==> src/rtl/pf_pkg.sv <==
package pf_pkg;
  typedef enum logic [2:0] {
    PH_IDLE, PH_PRE, PH_ADDR, PH_CTRL, PH_PLD, PH_CRC
  } phase_e;

  localparam int            LEN_W    = 6;
  localparam int            CTRL_W   = LEN_W + 3;
  localparam logic [15:0]   POLY_W   = 16'h1021;
  localparam logic [7:0]    POLY_N   = 8'h07;
  localparam logic [15:0]   SEED_W   = 16'hFFFF;
  localparam logic [7:0]    SEED_N   = 8'hFF;
endpackage

==> src/rtl/pf_crc.sv <==
module pf_crc
  import pf_pkg::*;
(
  input  logic clk,
  input  logic rst_n,
  input  logic init_i,
  input  logic wide_i,
  input  logic upd_i,
  input  logic shift_i,
  input  logic din_i,
  output logic msb_o
);
  logic [15:0] rem_q, rem_n;
  logic        wide_q, wide_n;
  logic        fb;

  assign msb_o = wide_q ? rem_q[15] : rem_q[7];
  assign fb    = msb_o ^ din_i;

  always_comb begin
    rem_n  = rem_q;
    wide_n = wide_q;
    if (init_i) begin
      wide_n = wide_i;
      rem_n  = wide_i ? SEED_W : {8'h00, SEED_N};
    end else if (upd_i) begin
      if (wide_q) rem_n = {rem_q[14:0], 1'b0} ^ (fb ? POLY_W : 16'h0000);
      else        rem_n = {8'h00, {rem_q[6:0], 1'b0} ^ (fb ? POLY_N : 8'h00)};
    end else if (shift_i) begin
      if (wide_q) rem_n = {rem_q[14:0], 1'b0};
      else        rem_n = {8'h00, rem_q[6:0], 1'b0};
    end
  end

  always_ff @(posedge clk or negedge rst_n) begin
    if (!rst_n) begin
      rem_q  <= '0;
      wide_q <= 1'b0;
    end else if (init_i || upd_i || shift_i) begin
      rem_q  <= rem_n;
      wide_q <= wide_n;
    end
  end

  // the narrow remainder never leaks into the upper byte
  a_r7_narrow_clean: assert property (@(posedge clk) disable iff (!rst_n)
    !wide_q |-> rem_q[15:8] == 8'h00);
endmodule

==> src/rtl/pf_seq.sv <==
module pf_seq
  import pf_pkg::*;
#(
  parameter int ADDR_MIN = 3,
  parameter int ADDR_MAX = 5,
  parameter int PLD_MAX  = 32,
  localparam int AW      = $clog2(ADDR_MAX + 1),
  localparam int IDXW    = $clog2(8 * PLD_MAX),
  localparam int FBW     = IDXW + 1
)(
  input  logic             clk,
  input  logic             rst_n,
  input  logic             start_i,
  input  logic [AW-1:0]    abytes_i,
  input  logic [LEN_W-1:0] len_i,
  input  logic             crc2_i,
  output phase_e           phase_o,
  output logic [IDXW-1:0]  idx_o,
  output logic [AW-1:0]    abytes_o,
  output logic [LEN_W-1:0] plen_o,
  output logic             load_o,
  output logic             done_o
);
  phase_e           phase_q, phase_n;
  logic [IDXW-1:0]  idx_q, idx_n;
  logic [AW-1:0]    abytes_q, abytes_c;
  logic [LEN_W-1:0] plen_q, plen_c;
  logic             crc2_q;
  logic [FBW-1:0]   fbits;
  logic             last;

  assign abytes_c = (int'(abytes_i) < ADDR_MIN) ? AW'(ADDR_MIN) :
                    (int'(abytes_i) > ADDR_MAX) ? AW'(ADDR_MAX) : abytes_i;
  assign plen_c   = (int'(len_i) > PLD_MAX) ? LEN_W'(PLD_MAX) : len_i;
  assign load_o   = (phase_q == PH_IDLE) && start_i;

  always_comb begin
    case (phase_q)
      PH_PRE:  fbits = FBW'(8);
      PH_ADDR: fbits = FBW'(int'(abytes_q) * 8);
      PH_CTRL: fbits = FBW'(CTRL_W);
      PH_PLD:  fbits = FBW'(int'(plen_q) * 8);
      PH_CRC:  fbits = crc2_q ? FBW'(16) : FBW'(8);
      default: fbits = FBW'(0);
    endcase
  end

  assign last = (phase_q != PH_IDLE) && ({1'b0, idx_q} + FBW'(1) == fbits);

  always_comb begin
    phase_n = phase_q;
    idx_n   = idx_q;
    if (load_o) begin
      phase_n = PH_PRE;
      idx_n   = '0;
    end else if (phase_q != PH_IDLE) begin
      idx_n = last ? '0 : idx_q + IDXW'(1);
      if (last) begin
        case (phase_q)
          PH_PRE:  phase_n = PH_ADDR;
          PH_ADDR: phase_n = PH_CTRL;
          PH_CTRL: phase_n = (plen_q == '0) ? PH_CRC : PH_PLD;
          PH_PLD:  phase_n = PH_CRC;
          default: phase_n = PH_IDLE;
        endcase
      end
    end
  end

  always_ff @(posedge clk or negedge rst_n) begin
    if (!rst_n) begin
      phase_q <= PH_IDLE;
      idx_q   <= '0;
    end else begin
      phase_q <= phase_n;
      idx_q   <= idx_n;
    end
  end

  always_ff @(posedge clk or negedge rst_n) begin
    if (!rst_n) begin
      abytes_q <= AW'(ADDR_MIN);
      plen_q   <= '0;
      crc2_q   <= 1'b0;
    end else if (load_o) begin
      abytes_q <= abytes_c;
      plen_q   <= plen_c;
      crc2_q   <= crc2_i;
    end
  end

  assign phase_o  = phase_q;
  assign idx_o    = idx_q;
  assign abytes_o = abytes_q;
  assign plen_o   = plen_q;
  assign done_o   = last && (phase_q == PH_CRC);

  // fields follow in frame order
  a_r1_pre_next: assert property (@(posedge clk) disable iff (!rst_n)
    phase_q == PH_PRE |=> phase_q inside {PH_PRE, PH_ADDR});
  a_r1_addr_next: assert property (@(posedge clk) disable iff (!rst_n)
    phase_q == PH_ADDR |=> phase_q inside {PH_ADDR, PH_CTRL});
  a_r1_ctrl_next: assert property (@(posedge clk) disable iff (!rst_n)
    phase_q == PH_CTRL |=> phase_q inside {PH_CTRL, PH_PLD, PH_CRC});
  a_r1_pld_next: assert property (@(posedge clk) disable iff (!rst_n)
    phase_q == PH_PLD |=> phase_q inside {PH_PLD, PH_CRC});
  a_r3_width_legal: assert property (@(posedge clk) disable iff (!rst_n)
    phase_q != PH_IDLE |-> (int'(abytes_q) >= ADDR_MIN && int'(abytes_q) <= ADDR_MAX));
  a_r5_no_empty_payload: assert property (@(posedge clk) disable iff (!rst_n)
    phase_q == PH_PLD |-> plen_q != '0);
  a_r8_done_then_idle: assert property (@(posedge clk) disable iff (!rst_n)
    done_o |=> phase_q == PH_IDLE);
  a_r9_no_restart: assert property (@(posedge clk) disable iff (!rst_n)
    phase_q != PH_IDLE |=> !(phase_q == PH_PRE && idx_q == '0));
endmodule

==> src/rtl/pf_bitsel.sv <==
module pf_bitsel
  import pf_pkg::*;
#(
  parameter int ADDR_MAX = 5,
  parameter int PLD_MAX  = 32,
  localparam int AW      = $clog2(ADDR_MAX + 1),
  localparam int AIXW    = $clog2(8 * ADDR_MAX),
  localparam int IDXW    = $clog2(8 * PLD_MAX)
)(
  input  phase_e                 phase_i,
  input  logic [IDXW-1:0]        idx_i,
  input  logic [AW-1:0]          abytes_i,
  input  logic [8*ADDR_MAX-1:0]  addr_i,
  input  logic [CTRL_W-1:0]      ctrl_i,
  input  logic [8*PLD_MAX-1:0]   pld_i,
  input  logic                   crc_msb_i,
  output logic                   bit_o
);
  logic [AIXW-1:0] aix, atop;
  logic [3:0]      cix;
  logic [IDXW-1:0] pix;
  logic [7:0]      pre;

  assign atop = AIXW'(int'(abytes_i) * 8 - 1);
  assign aix  = AIXW'(int'(abytes_i) * 8 - 1 - int'(idx_i));
  assign cix  = 4'(CTRL_W - 1 - int'(idx_i));
  assign pix  = {idx_i[IDXW-1:3], ~idx_i[2:0]};
  assign pre  = addr_i[atop] ? 8'hAA : 8'h55;

  always_comb begin
    case (phase_i)
      PH_PRE:  bit_o = pre[~idx_i[2:0]];
      PH_ADDR: bit_o = addr_i[aix];
      PH_CTRL: bit_o = ctrl_i[cix];
      PH_PLD:  bit_o = pld_i[pix];
      PH_CRC:  bit_o = crc_msb_i;
      default: bit_o = 1'b0;
    endcase
  end
endmodule

==> src/rtl/pkt_framer.sv <==
module pkt_framer
  import pf_pkg::*;
#(
  parameter int ADDR_MIN = 3,
  parameter int ADDR_MAX = 5,
  parameter int PLD_MAX  = 32,
  localparam int AW      = $clog2(ADDR_MAX + 1),
  localparam int IDXW    = $clog2(8 * PLD_MAX)
)(
  input  logic                  clk,
  input  logic                  rst_n,
  input  logic                  start_i,
  input  logic [8*ADDR_MAX-1:0] addr_i,
  input  logic [AW-1:0]         addr_bytes_i,
  input  logic [LEN_W-1:0]      len_i,
  input  logic [1:0]            pid_i,
  input  logic                  no_ack_i,
  input  logic                  crc_two_i,
  input  logic [8*PLD_MAX-1:0]  payload_i,
  output logic                  bit_o,
  output logic                  valid_o,
  output logic                  done_o
);
  phase_e                phase;
  logic [IDXW-1:0]       idx;
  logic [AW-1:0]         abytes;
  logic [LEN_W-1:0]      plen;
  logic                  load, crc_msb, data_bit;
  logic [8*ADDR_MAX-1:0] addr_q;
  logic [8*PLD_MAX-1:0]  pld_q;
  logic [1:0]            pid_q;
  logic                  noack_q;
  logic                  in_crc_span;

  always_ff @(posedge clk or negedge rst_n) begin
    if (!rst_n) begin
      addr_q  <= '0;
      pld_q   <= '0;
      pid_q   <= '0;
      noack_q <= 1'b0;
    end else if (load) begin
      addr_q  <= addr_i;
      pld_q   <= payload_i;
      pid_q   <= pid_i;
      noack_q <= no_ack_i;
    end
  end

  pf_seq #(.ADDR_MIN(ADDR_MIN), .ADDR_MAX(ADDR_MAX), .PLD_MAX(PLD_MAX)) u_seq (
    .clk(clk), .rst_n(rst_n), .start_i(start_i), .abytes_i(addr_bytes_i),
    .len_i(len_i), .crc2_i(crc_two_i), .phase_o(phase), .idx_o(idx),
    .abytes_o(abytes), .plen_o(plen), .load_o(load), .done_o(done_o)
  );

  pf_bitsel #(.ADDR_MAX(ADDR_MAX), .PLD_MAX(PLD_MAX)) u_sel (
    .phase_i(phase), .idx_i(idx), .abytes_i(abytes), .addr_i(addr_q),
    .ctrl_i({plen, pid_q, noack_q}), .pld_i(pld_q), .crc_msb_i(crc_msb),
    .bit_o(data_bit)
  );

  assign in_crc_span = phase inside {PH_ADDR, PH_CTRL, PH_PLD};

  pf_crc u_crc (
    .clk(clk), .rst_n(rst_n), .init_i(load), .wide_i(crc_two_i),
    .upd_i(in_crc_span), .shift_i(phase == PH_CRC), .din_i(data_bit),
    .msb_o(crc_msb)
  );

  assign bit_o   = data_bit;
  assign valid_o = (phase != PH_IDLE);

  // an idle serializer stays quiet
  a_r10_idle_quiet: assert property (@(posedge clk) disable iff (!rst_n)
    !valid_o |-> (!bit_o && !done_o));
endmodule

==> config.mk <==
export PLATFORM = sky130hd
export DESIGN_NAME = pkt_framer
export DESIGN_NICKNAME = d
export VERILOG_FILES = /design/src/rtl/pf_pkg.sv /design/src/rtl/pf_crc.sv /design/src/rtl/pf_seq.sv /design/src/rtl/pf_bitsel.sv /design/src/rtl/pkt_framer.sv
export SDC_FILE = /design/constraint.sdc
export NUM_CORES = 1
export LEC_CHECK = 0
export ABC_AREA = 0
export BUFFER_PORTS_ARGS = -buffer_cell sky130_fd_sc_hd__clkbuf_2
export CAP_MARGIN = 30
export CORE_AREA = 4 4 222 224
export CTS_BUF_LIST = sky130_fd_sc_hd__clkbuf_16
export DETAILED_ROUTE_END_ITERATION = 10
export DIE_AREA = 0 0 226 228
export GPL_TIMING_DRIVEN = 0
export PLACE_DENSITY_LB_ADDON = 0.12
export SLEW_MARGIN = 0
export SYNTH_ARGS = -nofsm -noshare
export SYNTH_HDL_FRONTEND = slang
export SYNTH_SLANG_ARGS = --single-unit
==> constraint.sdc <==
create_clock -name clk -period 5.5 [get_ports clk]
set_clock_uncertainty 0.05 [all_clocks]
set_input_delay 0.55 -clock clk [delete_from_list [all_inputs] [get_ports clk]]
set_output_delay 0.55 -clock clk [all_outputs]
set_load 0.01 [all_outputs]
== Word-level counts from Yosys, hierarchy flattened ==
Cells that the tools add are included.
W data, S select, Z words.

* Add/subtract/negate cells: 5
* Order comparisons: 8
* Equal/unequal tests: 6
* Muxes and demuxes: 34
* Bitwise gates (word level): 4
* Reduce and logical (&&, ||, !) cells: 15

{| class="wikitable"
|+ Operators by type and width
! operator !! count
|-
| $mux W16 || 6
|-
| $pmux W9 S5 || 1
|-
| $mux W8 || 4
|-
| $mux W3 || 6
|-
| $xor A16 B16 Y16 || 1
|-
| $lt A6 B7 Y1 const B || 2
|-
| $mux W13 || 1
|-
| $bmux W1 S6 || 2
|-
| $pmux W3 S4 || 1
|-
| $add A8 B1 Y9 const B || 1
|-
| $eq A9 B9 Y1 || 1
|-
| $lt A8 B9 Y1 const B || 1
|-
| $reduce_bool A3 Y1 || 3
|-
| $add A8 B1 Y8 const B || 1
|-
| $bmux W1 S8 || 1
|-
| $xor A8 B8 Y8 || 1
|-
| $mux W1 || 7
|-
| $eq A3 B2 Y1 const B || 2
|-
| $eq A3 B3 Y1 const B || 2
|-
| $gt A6 B6 Y1 const B || 1
|-
| $logic_not A6 Y1 || 1
|-
| $mux W6 || 1
|-
| $reduce_and A2 Y1 || 3
|-
| $sub A6 B1 Y6 const B || 1
|-
| 17 further kinds || 21
|}

* Register bits: 337
* Bits of input ports: 312
* Output and inout port bits: 3
* Logic and storage cells: 83

== Depth between registers and ports, before layout ==
* Depth after elaboration: 13
* Depth in mapped cells: 15
* Gate-level depth less buffers: 13

== By module ==
A second synthesis with hierarchy kept.

* Cell total of the unflattened synthesis: 1155
* Area, all modules: 17141.4 µm²

{| class="wikitable"
|+ Modules (own cells, without submodules)
! module !! times used !! cells an instance !! area an instance (µm²) !! sequential area each (µm²)
|-
| pkt_framer || 1 || 636 || 11937.7 || 7482.2
|-
| pf_bitsel || 1 || 277 || 3015.4 || 0.0
|-
| pf_seq || 1 || 156 || 1335.0 || 528.0
|-
| pf_crc || 1 || 86 || 853.3 || 425.4
|}

== Least setup slack after synthesis ==
OpenSTA, ideal clock, no wires.

* Path type: register -> register
* Start point: register u_seq.abytes_q[0], in the netlist u_seq.abytes_o[0]
* End point: register u_crc.rem_q[12]
* Setup time: 0.132 ns
* Arrival: 3.315 ns
* Required time: 5.318 ns
* Path slack: 2.003 ns
* Cell stages (with the launch flop): 14
* Buffers on the path: 1
* Clock period less this slack: 3.497 ns
* Cells stage by stage: dfstp_2 -> inv_1 -> ha_1 -> inv_1 -> ha_1 -> o21a_1 -> nor2_1 -> xnor3_4 -> o211ai_1 -> nor3_1 -> or4_1 -> buf_6 -> nand4_1 -> or3b_1

* Cells in the longest elaborated chain, start to end: 13
* Elaborated cells on any way between the ends: 16
* Classes of those cells: add/sub: 2; mux: 12; bitwise: 2

{| class="wikitable"
|+ RTL lines
! what !! line !! text
|-
| start, declared || pf_seq.sv:26 || <nowiki>logic [AW-1:0] abytes_q, abytes_c;</nowiki>
|-
| start signal, assigned || pf_seq.sv:82 || <nowiki>abytes_q <= AW'(ADDR_MIN);</nowiki>
|-
| start signal, assigned || pf_seq.sv:86 || <nowiki>abytes_q <= abytes_c;</nowiki>
|-
| $sub A6 B1 Y6 * || pf_bitsel.sv:24, pf_bitsel.sv:25 ||
|-
| $bmux W1 S6 || pf_bitsel.sv:28 || <nowiki>assign pre = addr_i[atop] ? 8'hAA : 8'h55;</nowiki>
|-
| $mux W1 (not written as such) || pf_bitsel.sv:28 ||
|-
| $mux W8 || pf_bitsel.sv:28 ||
|-
| $bmux W1 S3 || pf_bitsel.sv:32 || <nowiki>PH_PRE: bit_o = pre[~idx_i[2:0]];</nowiki>
|-
| $mux W1 (not written as such) || pf_bitsel.sv:32 ||
|-
| $pmux W1 S5 * || pf_bitsel.sv:31 || <nowiki>case (phase_i)</nowiki>
|-
| $xor A1 B1 Y1 * || pf_crc.sv:18 || <nowiki>assign fb = msb_o ^ din_i;</nowiki>
|-
| $mux W13 * || pf_crc.sv:27 || <nowiki>if (wide_q) rem_n = {rem_q[14:0], 1'b0} ^ (fb ? POLY_W : 16'h0000);</nowiki>
|-
| $xor A16 B16 Y16 * || pf_crc.sv:27 ||
|-
| $mux W16 * || pf_crc.sv:27 ||
|-
| $mux W16 * || pf_crc.sv:26 || <nowiki>end else if (upd_i) begin</nowiki>
|-
| $mux W16 * || pf_crc.sv:23 || <nowiki>if (init_i) begin</nowiki>
|-
| end signal, assigned || pf_crc.sv:40 || <nowiki>rem_q <= rem_n;</nowiki>
|-
| end, declared || pf_crc.sv:13 || <nowiki>logic [15:0] rem_q, rem_n;</nowiki>
|}

Every way passes the cells marked *; elsewhere a longest branch is shown, timed or not. The select of a mux whose other input is x is not followed.
A chain may end at the register's enable or synchronous reset.

== Worst setup path in the final report ==
* Start point: register u_seq.idx_q[1], in the netlist u_seq.idx_o[1]
* End point: output bit_o

* Cells in the longest elaborated chain, start to end: 4
* Elaborated cells on any way between the ends: 12
* Classes of those cells: add/sub: 2; mux: 9; bitwise: 1

{| class="wikitable"
|+ RTL lines
! what !! line !! text
|-
| start, declared || pf_seq.sv:25 || <nowiki>logic [IDXW-1:0] idx_q, idx_n;</nowiki>
|-
| start signal, assigned || pf_seq.sv:76 || <nowiki>idx_q <= idx_n;</nowiki>
|-
| $sub A6 B6 Y6 (tied with other cells) || pf_bitsel.sv:25 || <nowiki>assign aix = AIXW'(int'(abytes_i) * 8 - 1 - int'(idx_i));</nowiki>
|-
| $bmux W1 S6 (tied with other cells) || pf_bitsel.sv:33 || <nowiki>PH_ADDR: bit_o = addr_i[aix];</nowiki>
|-
| $mux W1 (on tied branches) || -- ||
|-
| $pmux W1 S5 * || pf_bitsel.sv:31 ||
|-
| end, declared || pkt_framer.sv:20 || <nowiki>output logic bit_o,</nowiki>
|}

Marks and branches as above.

==> out/qor.yml <==
run_status:
  run_status: "finished clean"
logic_synthesis:
  synthArstFlopShare_pct: 100
  synth_cells: 1814
  synth_top_area_cell: "sky130_fd_sc_hd__dfrtp_1"
  syn-num-nets: 2132
  synthTopCellsByArea: "sky130_fd_sc_hd__dfrtp_1, sky130_fd_sc_hd__nand2_1, sky130_fd_sc_hd__mux4_2"
  most_common_cell_in_the_synthesized_netlist: "sky130_fd_sc_hd__nand2_1"
  ys_ff_latch: 336
  synth-edff-count: 0
  syn-mean-instance-area_um2: 9.08
  synthFlopType: "sky130_fd_sc_hd__dfrtp_1"
  cell_types_with_the_highest_counts_after_synthesis: "sky130_fd_sc_hd__nand2_1, sky130_fd_sc_hd__dfrtp_1, sky130_fd_sc_hd__clkbuf_1"
  synth_top_area_share_pct: 50.8
  netlist-cell-type-count: 72
  yosysWarningCount: 0
  ys_seq_area_share_pct: 51.1
  netlist_area_before_placement_um2: 16500
sta:
  grt_setup_unrepaired: "no"
  timing_hold_violations_final: 0
  setup_viol: 0
  finalWorstPathRequiredPeriod_ps: 4620
  timing_worst_slew_pin_value_ps: 977
  timing.slew.headroom_pct: 34.7
  post-route-worst-setup-slack_ps: 876
  timing.final.max_slew_violations: 0
  max_clock_freq_mhz: 216
  final_min_period_over_clock_period_pct: 84.1
floorplanning:
  rows: 80
  floorplan.core_area_um2: 47300
  die_w_um: 226
  start_util_pct: 34.8
  top_level_ports: 315
  die_height_um: 228
  die_outline_area_um2: 51500
worst_setup_path:
  critPathLaunchType: "flip-flop"
  path_max_fanout: 10
  crit_buf_inv: 5
  critPathTopFamily: "buffers and inverters"
  cp.arrival_ps: 4020
  worst_path_max_delay_cell: "sky130_fd_sc_hd__ha_1"
  crit_path_cell_trace: "buf_2 > clkbuf_8 > inv_1 > buf_2 > ha_1 > mux4_2 > mux2i_1 > nor3_1 > a21oi_1 > nand2_1 > nor3_1 > nor2_1 > clkbuf_2"
  setup.worst_path.class: "flip-flop to primary output"
  critPathMaxStageDelay_ps: 470
  worst-endpoint-required_ps: 4900
  end_kind: "primary output"
placed_design:
  dp_hpwl_um: 43000
  dpl_worst_slack_ps: 1250
  routabilityCongestion: 0.867
  placement.io_buffers: 314
  place_inst: 2748
clocking:
  numCtsBuffers: 39
  cts.clk_slew.worst_paths_ps: 60
  cts-root-buf: "sky130_fd_sc_hd__clkbuf_16"
  cts.repair_timing.setup_buffer_count: 0
  cts_tree: "yes"
  tritoncts_num_sinks: 336
  cts_resized: 0
  cts_max_level: 2
  clock_latency_ps: 550
  cts.path.max_buffers: 3
power_and_ir_drop:
  power.clock.fraction_pct: 20.9
  ir_drop_mv: 0.209
  switching_share_pct: 38.6
  total_leakage_power_nw: 10.4
  power_density_nw_per_um2: 579
  p_switching_mw: 4.49
  p_total_mw: 11.6
  power_frac_seq_pct: 37.0
  pwr-share-comb_pct: 42.1
  power_report.internal_total_mw: 7.14
detailed_routing:
  drcViolationCount: 0
  number_of_routed_nets_with_antenna_violations: 0
  drt_wl_cell_um: 20.4
  drt_first_iter_violations: 912
  num_vias: 14100
  drt_pre_antenna_iters: 5
  wl_um: 57500
  detail_route.vias_per_cell: 4.99
layout:
  fin_cells: 2816
  finalCoreUtilization_pct: 42.5
  area_growth_pct: 22.1
  post_route_cells_drive_above_1_share_pct: 21.7
  antenna-diode-count: 0
  nNetsFinal: 2493
grt:
  gr-usage-all-layers_pct: 22.3
  maximum_number_of_pins_on_one_net_before_global_route_repair: 111
  grt_pass1_wl_um: 87900
  antenna_found_initial: 1
  grt-ovfl-total: 0
  grt_pass1_vias: 14900
hold_path:
  hold_class: "input pin to flip-flop"
run:
  max-cap-violations: 0
## through the flow
step	hold slack [ps]	setup TNS, ps	area, µm²
floorplan	204	0	16500
global placement	397	-1252480	18800
detailed placement	314	0	18900
CTS	105	0	20100
global route	133	0	20100
finish	139	0	20100
## sequential cells by signal (all words and copies together), names as in the netlist
name / flops
u_crc.wide_q: 1
noack_q: 1
u_seq.idx_o: 8
u_crc.rem_q: 16
u_seq.abytes_o: 3
pid_q: 2
u_seq.plen_o: 6
u_seq.phase_o: 3
addr_q: 40
pld_q: 256
## power groups by stage
| stage | logic, mW | clock network, mW | registers, mW |
|---|---|---|---|
| after global routing | 5.39 | 2.61 | 4.44 |
| after global placement | 4.86 | 0 | 4.30 |
| after floorplan | 3.40 | 0 | 4.11 |
| after CTS | 4.94 | 2.51 | 4.30 |
| after detailed placement | 4.92 | 0 | 4.33 |
| final | 4.89 | 2.43 | 4.30 |
## logic make-up after synthesis
group	Yosys count	synth area share [%]
AOI/OAI and AO/OA	113	4.79
xor gates and xnor gates	15	0.988
adders and majority gates	6	0.456
buffers and inverters	132	4.60
DFF	336	51.1
muxes	105	11.2
and+or+nand+nor	1107	26.9
## worst paths after layout
kind	endpoint	from	cells past startpoint	slack [ps]
min reg2reg	pld_q[178]	pld_q[178]	2	420
max in group asynchronous	u_seq.abytes_o[1]	rst_n	5	3600
min	pld_q[135]	payload_i[135]	3	140
max	bit_o	u_seq.idx_o[1]	13	880
min in group asynchronous	pld_q[130]	rst_n	2	310
max reg2reg	u_crc.rem_q[12]	u_seq.idx_o[3]	13	1290
## area by class of cell
| type | count | area [µm²] |
|---|---|---|
| Timing Repair Buffer | 320 | 1700 |
| Buffer | 119 | 708 |
| Sequential cell | 336 | 8410 |
| Multi-Input combinational cell | 1346 | 7300 |
| Inverter | 13 | 48.8 |
| Clock buffer | 39 | 976 |
| Clock inverter | 28 | 188 |
| Tap cell | 615 | 769 |
| Fill cell | 4773 | 27200 |
## metal layers
layer | share of wire [%] | wire (µm) | global-route usage (%)
met2 | 49 | 28000 | 37.4
met1 | 44 | 25300 | 30.2
met5 | 0 | 0 | 0
met3 | 4.2 | 2390 | 2.75
met4 | 3.1 | 1760 | 7.12
## worst register-to-register path: cells and delay by family, from the launching register on
kind,cells,cell delay [ps]
and+or+nand+nor,5,1260
buffers and inverters,4,1010
AOI/OAI and AO/OA,2,600
xor gates and xnor gates,1,420
DFF,1,410
adders and majority gates,1,340
## cells in the final DEF, fill, tap and decap left out, types with 5 or more instances in the layout
cell                        count
sky130_fd_sc_hd__nand2b_1       8
sky130_fd_sc_hd__clkinv_1       9
sky130_fd_sc_hd__ha_1           6
sky130_fd_sc_hd__inv_1         20
sky130_fd_sc_hd__mux2i_1       33
sky130_fd_sc_hd__clkbuf_16     39
sky130_fd_sc_hd__a21oi_1       15
sky130_fd_sc_hd__a31oi_1       13
sky130_fd_sc_hd__nor2b_1       10
sky130_fd_sc_hd__a221oi_1       5
sky130_fd_sc_hd__nand3b_1      10
sky130_fd_sc_hd__clkbuf_8      14
sky130_fd_sc_hd__xnor2_1       10
sky130_fd_sc_hd__o22ai_1        9
sky130_fd_sc_hd__nand3_1       23
sky130_fd_sc_hd__buf_6         10
sky130_fd_sc_hd__nor4_1         6
sky130_fd_sc_hd__mux4_2        48
sky130_fd_sc_hd__nor3_1        18
sky130_fd_sc_hd__buf_2          7
sky130_fd_sc_hd__clkbuf_2     313
sky130_fd_sc_hd__clkbuf_1      82
sky130_fd_sc_hd__o21ai_0       25
sky130_fd_sc_hd__mux2_2        13
sky130_fd_sc_hd__dfrtp_1      334
sky130_fd_sc_hd__nor2_1        30
sky130_fd_sc_hd__mux4_1        11
sky130_fd_sc_hd__nand2_1      972
## what timing repair did
item | in CTS | in global routing
hold endpoints to repair | 2 | 0
hold buffers | 1 | 0
endpoints found under the setup margin | 0 | 0
Note: power is estimated with default switching activity, not from simulation.
